**config.mk**
```make
export PLATFORM = sky130hd
export DESIGN_NAME = i2c_cond_detect
export DESIGN_NICKNAME = d
export VERILOG_FILES = /design/src/rtl/i2c_cond_pkg.sv /design/src/rtl/i2c_line_sync.sv /design/src/rtl/i2c_cond_datapath.sv /design/src/rtl/i2c_cond_control.sv /design/src/rtl/i2c_cond_detect.sv
export SDC_FILE = /design/constraint.sdc
export NUM_CORES = 1
export LEC_CHECK = 0
export ABC_AREA = 1
export BUFFER_PORTS_ARGS = -buffer_cell sky130_fd_sc_hd__buf_2
export CORE_ASPECT_RATIO = 1.2
export CORE_MARGIN = 1
export CORE_UTILIZATION = 30
export DETAILED_ROUTE_END_ITERATION = 8
export PLACE_DENSITY_LB_ADDON = 0.12
export SETUP_SLACK_MARGIN = 0.1
export SYNTH_ARGS = -nofsm -noshare
export SYNTH_HDL_FRONTEND = slang
export SYNTH_SLANG_ARGS = --single-unit
```
**constraint.sdc**
```tcl
create_clock -name clk -period 1.5 [get_ports clk]
set_clock_uncertainty 0.2 [all_clocks]
set_input_delay 0.15 -clock clk [delete_from_list [all_inputs] [get_ports clk]]
set_output_delay 0.15 -clock clk [all_outputs]
set_load 0.02 [all_outputs]
```
**src/rtl/i2c_cond_pkg.sv**
```systemverilog
package i2c_cond_pkg;

  typedef enum logic [1:0] {
    ST_IDLE       = 2'd0,
    ST_PEND_START = 2'd1,
    ST_PEND_STOP  = 2'd2
  } condState_t;

  typedef struct packed {
    logic setupClr;
    logic setupInc;
    logic holdClr;
    logic holdInc;
    logic fireStart;
    logic fireStop;
  } condStrobes_t;

endpackage

```
**src/rtl/i2c_line_sync.sv**
```systemverilog
module i2c_line_sync #(
  parameter int STAGES = 2
) (
  input  logic clk,
  input  logic rstN,
  input  logic lineIn,
  output logic lineOut
);
  logic [STAGES-1:0] chain;

  generate
    for (genvar i = 0; i < STAGES; i++) begin : g_stage
      if (i == 0) begin : g_first
        always_ff @(posedge clk or negedge rstN)
          if (!rstN) chain[0] <= 1'b1;
          else       chain[0] <= lineIn;
      end else begin : g_next
        always_ff @(posedge clk or negedge rstN)
          if (!rstN) chain[i] <= 1'b1;
          else       chain[i] <= chain[i-1];
      end
    end
  endgenerate

  assign lineOut = chain[STAGES-1];
endmodule

```
**src/rtl/i2c_cond_datapath.sv**
```systemverilog
module i2c_cond_datapath
  import i2c_cond_pkg::*;
#(
  parameter int SYNC_STAGES = 2,
  parameter int SETUP_TICKS = 6,
  parameter int HOLD_TICKS  = 6
) (
  input  logic         clk,
  input  logic         rstN,
  input  logic         sdaIn,
  input  logic         sclIn,
  input  condStrobes_t strobes,
  output logic         sclS,
  output logic         sdaRise,
  output logic         sdaFall,
  output logic         setupOk,
  output logic         holdDone,
  output logic         condIrq,
  output logic         busBusy,
  output logic         startDet,
  output logic         stopDet
);
  localparam int SetupW = $clog2(SETUP_TICKS + 1);
  localparam int HoldW  = $clog2(HOLD_TICKS + 1);
  localparam logic [SetupW-1:0] SetupLim = SETUP_TICKS[SetupW-1:0];
  localparam logic [HoldW-1:0]  HoldLast = HoldW'(HOLD_TICKS - 1);

  logic sdaS;
  logic sdaPrev;
  logic [SetupW-1:0] setupCnt;
  logic [HoldW-1:0]  holdCnt;

  i2c_line_sync #(.STAGES(SYNC_STAGES)) uSdaSync (
    .clk(clk), .rstN(rstN), .lineIn(sdaIn), .lineOut(sdaS));
  i2c_line_sync #(.STAGES(SYNC_STAGES)) uSclSync (
    .clk(clk), .rstN(rstN), .lineIn(sclIn), .lineOut(sclS));

  always_ff @(posedge clk or negedge rstN)
    if (!rstN) sdaPrev <= 1'b1;
    else       sdaPrev <= sdaS;

  assign sdaRise = sdaS & ~sdaPrev;
  assign sdaFall = ~sdaS & sdaPrev;

  // Setup counter: ticks seen with SCL high, saturating at the limit.
  always_ff @(posedge clk or negedge rstN)
    if (!rstN)                 setupCnt <= '0;
    else if (strobes.setupClr) setupCnt <= '0;
    else if (strobes.setupInc) setupCnt <= setupCnt + 1'b1;

  assign setupOk = (setupCnt >= SetupLim);

  // Hold counter: ticks since the pending edge.
  always_ff @(posedge clk or negedge rstN)
    if (!rstN)                holdCnt <= '0;
    else if (strobes.holdClr) holdCnt <= '0;
    else if (strobes.holdInc) holdCnt <= holdCnt + 1'b1;

  assign holdDone = (holdCnt == HoldLast);

  // Registered outputs.
  always_ff @(posedge clk or negedge rstN)
    if (!rstN) begin
      condIrq  <= 1'b0;
      startDet <= 1'b0;
      stopDet  <= 1'b0;
      busBusy  <= 1'b0;
    end else begin
      condIrq  <= strobes.fireStart | strobes.fireStop;
      startDet <= strobes.fireStart;
      stopDet  <= strobes.fireStop;
      if (strobes.fireStart)     busBusy <= 1'b1;
      else if (strobes.fireStop) busBusy <= 1'b0;
    end
endmodule

```
**src/rtl/i2c_cond_control.sv**
```systemverilog
module i2c_cond_control
  import i2c_cond_pkg::*;
(
  input  logic         clk,
  input  logic         rstN,
  input  logic         tickEn,
  input  logic         sclS,
  input  logic         sdaRise,
  input  logic         sdaFall,
  input  logic         setupOk,
  input  logic         holdDone,
  output condStrobes_t strobes
);
  condState_t state, stateNext;
  logic sdaEdge;

  assign sdaEdge = sdaRise | sdaFall;

  always_ff @(posedge clk or negedge rstN)
    if (!rstN) state <= ST_IDLE;
    else       state <= stateNext;

  always_comb begin
    strobes   = '0;
    stateNext = state;
    strobes.setupClr = ~sclS;
    strobes.setupInc = sclS & tickEn & ~setupOk;

    if (!sclS) begin
      stateNext = ST_IDLE;
    end else if (sdaEdge) begin
      if (setupOk) begin
        strobes.holdClr = 1'b1;
        stateNext = sdaFall ? ST_PEND_START : ST_PEND_STOP;
      end else begin
        stateNext = ST_IDLE;
      end
    end else if (state != ST_IDLE && tickEn) begin
      if (holdDone) begin
        strobes.fireStart = (state == ST_PEND_START);
        strobes.fireStop  = (state == ST_PEND_STOP);
        stateNext = ST_IDLE;
      end else begin
        strobes.holdInc = 1'b1;
      end
    end
  end
endmodule

```
**src/rtl/i2c_cond_detect.sv**
```systemverilog
module i2c_cond_detect
  import i2c_cond_pkg::*;
#(
  parameter int SYNC_STAGES = 2,
  parameter int SETUP_TICKS = 6,
  parameter int HOLD_TICKS  = 6
) (
  input  logic clk,
  input  logic rstN,
  input  logic tickEn,
  input  logic sdaIn,
  input  logic sclIn,
  output logic condIrq,
  output logic busBusy,
  output logic startDet,
  output logic stopDet
);
  condStrobes_t strobes;
  logic sclS, sdaRise, sdaFall, setupOk, holdDone;

  i2c_cond_datapath #(
    .SYNC_STAGES(SYNC_STAGES), .SETUP_TICKS(SETUP_TICKS), .HOLD_TICKS(HOLD_TICKS)
  ) uData (
    .clk(clk), .rstN(rstN), .sdaIn(sdaIn), .sclIn(sclIn), .strobes(strobes),
    .sclS(sclS), .sdaRise(sdaRise), .sdaFall(sdaFall), .setupOk(setupOk),
    .holdDone(holdDone), .condIrq(condIrq), .busBusy(busBusy),
    .startDet(startDet), .stopDet(stopDet));

  i2c_cond_control uCtrl (
    .clk(clk), .rstN(rstN), .tickEn(tickEn), .sclS(sclS), .sdaRise(sdaRise),
    .sdaFall(sdaFall), .setupOk(setupOk), .holdDone(holdDone), .strobes(strobes));
endmodule

```
# == After elaboration in Yosys (flattened, before gate mapping) ==
# Index checks and enable logic that the tools add are counted.
# op_classes
n_bitwise,9
mux,19
addsub,2
order_cmp,1
eq_ne,6
n_reduce_logical,5
# op_table
cell,count
$mux W3,6
$mux W2,7
$add A3 B1 Y3 const B,2
$reduce_bool A2 Y1,3
$mux W1,5
$and A1 B1 Y1,4
$mux W4,1
$eq A3 B3 Y1 const B,1
$ge A3 B3 Y1 const B,1
$ne A3 B1 Y1 const B,1
$ne A3 B2 Y1 const B,1
$not A1 Y1,3
$eq A2 B1 Y1 const B,1
$eq A2 B2 Y1 const B,1
$ne A2 B2 Y1 const B,1
$or A1 B1 Y1,2
$reduce_and A2 Y1,1
$logic_and A1 B1 Y1,1
# word_totals
inputBits,5
register_bits,17
output_inout_bits,4

# == Longest topological paths before layout ==
# logic_depth
ltp_word,7
ltp_mapped,8
ltp_nobuf,8

# == Hierarchy ==
# A second synthesis with hierarchy kept.
# hier_totals
hier_cells,86
hier_area_um2,784.5
# by_module_without_submodules
mod,instances,seq_area_each_um2,cells_per_inst,area_per_inst_um2
i2c_cond_datapath,1,276.5,52,503.0
i2c_cond_control,1,50.0,30,176.4
i2c_line_sync,2,52.6,2,52.6

# == Worst setup path before layout ==
# OpenSTA, ideal clock, no wires.
# synth_path
path_type,register -> register
start,"reg uData.uSdaSync.chain[1], in the netlist uData.uSdaSync.lineOut"
end,reg uData.holdCnt[0]
t_required_ps,1182
path_slack_ps,-96
t_arrival_ps,1278
stages_incl_launch_ff,8
setup_ps,118
cell_sequence,dfstp_2 -> inv_1 -> ha_1 -> nand2_1 -> nor2_2 -> nand2_2 -> nand3_1 -> nand2_1
# synth_via
elab_chain_cells,6
# synth_lines
item,line,text
"start, declared",i2c_line_sync.sv:9,logic [STAGES-1:0] chain;
"start signal, assigned by index",i2c_line_sync.sv:20,else chain[i] <= chain[i-1];
$not A1 Y1,i2c_cond_datapath.sv:43,assign sdaFall = ~sdaS & sdaPrev;
$and A1 B1 Y1,i2c_cond_datapath.sv:43,
$or A1 B1 Y1 *,i2c_cond_control.sv:17,assign sdaEdge = sdaRise | sdaFall;
$mux W1 / $mux W3 (equally long branches),i2c_cond_control.sv:31,end else if (sdaEdge) begin
$mux W4 *,i2c_cond_control.sv:29,if (!sclS) begin
$mux W3 / $reduce_bool A2 Y1 (equally long branches),n/a,
"end signal, assigned",i2c_cond_datapath.sv:57,else if (strobes.holdInc) holdCnt <= holdCnt + 1'b1;
"end, declared",i2c_cond_datapath.sv:31,logic [HoldW-1:0] holdCnt;
# Mark *: on every way between the ends. The rest lies on a longest branch, timed or not.
# A chain may end at the register's enable or synchronous reset.

# == Final worst setup path ==
# layout_path
start,"reg uData.uSdaSync.chain[1], in the netlist uData.uSdaSync.lineOut"
end,reg uData.busBusy
# layout_via
elab_chain_cells,6
# layout_lines
item,line,text
$not A1 Y1,i2c_cond_datapath.sv:43,
$and A1 B1 Y1,i2c_cond_datapath.sv:43,
$or A1 B1 Y1 *,i2c_cond_control.sv:17,
$mux W3 *,i2c_cond_control.sv:31,
$mux W4 *,i2c_cond_control.sv:29,
$mux W1 / $reduce_bool A2 Y1 (equally long branches),n/a,
"end signal, assigned",i2c_cond_datapath.sv:67,busBusy <= 1'b0;
"end signal, assigned",i2c_cond_datapath.sv:72,if (strobes.fireStart) busBusy <= 1'b1;
"end signal, assigned",i2c_cond_datapath.sv:73,else if (strobes.fireStop) busBusy <= 1'b0;
"end, declared",i2c_cond_datapath.sv:19,"output logic busBusy,"
# Marked as above.

==> impl.org <==
** Setup path
- The worst setup path is of the reg -> reg kind.
- Worst path top cell family by delay :: flip-flops
- STA classifies the critical path startpoint as a flip-flop.
- Data on the critical path is required at its endpoint by 1.48 ns.
- In this design, the stage delay of the slowest critical-path cell is 0.55 ns.
- CP Capture Type :: flip-flop
- Cell-by-cell listing of the critical path :: inv_2 -> ha_4 -> nand2_4 -> nor2_2 -> nand3_1 -> nand2_1 -> nand2_1
- Crit path max fanout :: 4
- Most frequent cell on the critical path :: nand2_1
- Highest-delay cell along the critical path :: dfstp_2
- For the worst setup path, the data arrival time is 1.56 ns.
- Combined buffer and inverter count along the critical path :: 1

** Floorplan
- Core Area :: 2350 sq um
- For this design the top-level I/O count stands at 9.
- Initial standard-cell utilization of the core :: 32.3%
- Rows :: 19
- Horiz. Die Dim :: 48.0 um
- The die is 57.2 um tall.
- The floorplan step defined a die boundary enclosing 2740 sq um.

** Cells and area
- Post-layout instance count excluding filler cells :: 131
- The final layout contains 110 nets.
- Fraction of layout cells with a size suffix above 1 :: 33.0%
- 0 antenna diodes ended up in the layout.
- Signed area change from the synthesized netlist to the final layout :: 25.5%

** Job
- Max-cap violations in this run came to 0.

** STA
- Of the available clock period, the critical path in the final layout requires 105%.
- Unrepaired setup endpoints after global routing :: true
- The final hold violation count was 0.
- Crit path setup slack, layout :: -0.0748 ns
- Final total negative setup slack :: -0.276 ns
- For the pin with the worst max-slew slack, the measured transition is 0.378 ns.
- Achievable clock frequency :: 635 MHz
- Setup violations remaining at the end of the flow were counted as 5.
- The total count of max-transition violations in the final report was 0.
- Final hold slack :: 0.00467 ns
- The worst pin sits at a relative slew slack of 74.8%.
- The routed design could run at a clock period as short as 1.57 ns.

** Clocking
- CTS built an H-tree with a depth of 1.
- CTS sink count :: 17
- The number of clock buffers added by TritonCTS is 3.
- Clock-pin slew was measured on the worst setup and hold paths at 0.10 ns.
- Root buf cell :: clkbuf_4
- The clock passes through at most 2 buffers.
- The clock reaches the later pin of the worst-skew pair after 0.29 ns.
- TritonCTS built the clock tree.

** Synth
- The synthesized design contains 17 register bits.
- Post-Synthesis Cell Area :: 761 sq um
- For this run, the register share of the synthesized area comes to 56.7%.
- For this run, the number of Yosys warnings is 0.
- Post-Syn Nets :: 92
- Synthesis produced a netlist whose cell count is 83.
- Each instance of the synthesized netlist takes up on average 9.17 sq um.
- Yosys mapped the design onto 16 distinct sky130hd cell types.

** Status
- Violated checks :: negative setup slack
- The flow ran to the end, but the final reports show violations.

** Global routing
- Global route overflow :: 0
- For this run, the total global-route usage over all layers was measured as 10.8%.
- Wire length of the first global-routing pass :: 2080 um
- The number of global-route vias before repair was 544.
- Pin count of the biggest net entering global routing :: 18
- Antenna violations before repair :: 0

** Detailed routing
- Iter 0 DRT Violations :: 10
- After detailed routing, the total wire length is 1290 um.
- Number of nets with antenna violations after routing :: 0
- DR WL/cell :: 9.86 um
- Using the TritonRoute via totals, the vias-per-cell ratio works out to 4.24.
- Residual DRC :: 0
- The first detailed-routing pass took 2 iterations.
- Via Count :: 556

** Power
- Dividing total power by cell area gives a power density of 919 nW/um^2.
- The analysis attributes to cell leakage a power of 0.530 nW.
- The worst-case IR drop observed on VDD is 0.497 mV.
- Final Power :: 0.877 mW

** Min path
- Class of the most critical hold timing path :: in -> reg

** Placement
- After detailed placement, the design holds a cell count of 123.
- Port buffering added 8 buffers.
- The wire-length estimate of the detail-placed layout is 954 um.
- At the end of routability-driven placement, the weighted congestion stood at 0.707.
- At the placement stage, the worst setup path has a slack of -0.0672 ns.
## synthesized netlist by cell type
cell	number	area share [%]
nand2_1	21	10
nor2_2	3	2.5
ha_1	4	6.6
xor2_1	1	1.2
nand2_2	2	1.6
a21oi_1	1	0.66
dfstp_2	5	17
dfrtp_1	12	39
nand3b_1	1	0.99
inv_2	1	0.49
nand3_1	11	7.2
or2_2	1	0.82
nand4_1	2	1.6
nor2_1	5	2.5
inv_1	12	5.9
or2_0	1	0.82
## cell usage in the layout, fill, tap and decap left out
| master | n |
|---|---|
| a21oi_1 | 1 |
| buf_2 | 8 |
| buf_4 | 2 |
| clkbuf_4 | 3 |
| clkinv_2 | 1 |
| dfrtp_1 | 12 |
| dfstp_2 | 5 |
| dlygate4sd3_1 | 3 |
| ha_1 | 3 |
| ha_4 | 1 |
| inv_1 | 9 |
| inv_2 | 4 |
| nand2_1 | 20 |
| nand2_2 | 1 |
| nand2_4 | 2 |
| nand3_1 | 10 |
| nand3_2 | 1 |
| nand3b_1 | 1 |
| nand4_1 | 2 |
| nor2_1 | 4 |
| nor2_2 | 2 |
| nor2_4 | 2 |
| or2_0 | 1 |
| or2_2 | 1 |
| xor2_1 | 1 |
## logic make-up after synthesis
logic type | share of synthesized area [%]
compound gates | 0.657
xor+xnor | 1.15
fa+ha+maj | 6.58
buf+inv | 6.41
flops | 56.7
simple gates | 28.5
## power by group
group	switching (mW)	internal (mW)	total [mW]
sequential	0.0280	0.498	0.526
combinational	0.0577	0.0513	0.109
clock	0.144	0.0990	0.243
## worst paths after layout
| kind | startpoint | end | slack, ns | depth (start not counted) |
|---|---|---|---|---|
| setup reg to reg | uData.uSdaSync.lineOut$_DFF_PN1_ | uData.busBusy$_DFFE_PN0P_ | -0.07 | 7 |
| hold / removal | tickEn | uData.setupCnt[2]$_DFFE_PN0P_ | 0.005 | 4 |
| max in group asynchronous | rstN | uData.uSdaSync.lineOut$_DFF_PN1_ | 0.68 | 2 |
| min in group asynchronous | rstN | uData.holdCnt[2]$_DFFE_PN0P_ | 0.09 | 2 |
| hold reg to reg | uData.uSdaSync.chain[0]$_DFF_PN1_ | uData.uSdaSync.lineOut$_DFF_PN1_ | 0.16 | 0 |
| setup / recovery | uData.uSdaSync.lineOut$_DFF_PN1_ | uData.busBusy$_DFFE_PN0P_ | -0.07 | 7 |
## worst register-to-register path: stages (launching register included)
cell and delay, ns:
dfstp_2 0.55, inv_2 0.04, ha_4 0.28, nand2_4 0.07, nor2_2 0.08, nand3_1 0.10
nand2_1 0.10, nand2_1 0.07
## routing by layer
| layer | track usage (%) | routed length, um | vias to the layer above |
|---|---|---|---|
| met5 | 0 | 0 | - |
| met3 | 1.90 | 24 | 2 |
| met2 | 19.1 | 707 | 6 |
| met4 | 5.95 | 16 | 0 |
| met1 | 11.3 | 543 | 257 |
| li1 | - | - | 291 |
## through the flow
step | utilization, % | area [sq um]
2_1_floorplan | - | 786
6_report | 40.6 | 955
4_1_cts | 39.7 | 935
3_3_place_gp | 37.1 | 872
5_1_grt | 40.6 | 955
3_5_place_dp | 37.1 | 872
## registers in the layout (all words and copies together) (netlist names)
name,count
uData.holdCnt,3
uData.setupCnt,3
uCtrl.state,2
uData.busBusy,1
uData.condIrq,1
uData.sdaPrev,1
uData.startDet,1
uData.stopDet,1
uData.uSclSync.chain,1
uData.uSclSync.lineOut,1
uData.uSdaSync.chain,1
uData.uSdaSync.lineOut,1
## area by class of cell
type	instances	area (sq um)
clock buffers	3	22.5
fillers	238	1400
clock inverters	1	5.00
well taps	31	38.8
inverters	13	48.8
multi-input cells	53	323
repair buffers	13	85.1
flip-flops and latches	17	432
## repair_timing
action                                 in CTS  in global routing
endpoints found under the hold margin      20                  0
buffers inserted                            0                  1
setup endpoints to repair                   8                  9
gates resized for setup                     1                  5
gates cloned                                0                  0
pin swaps                                   4                  2
hold buffers                                3                  0
Note: power is estimated with default switching activity, not from simulation.
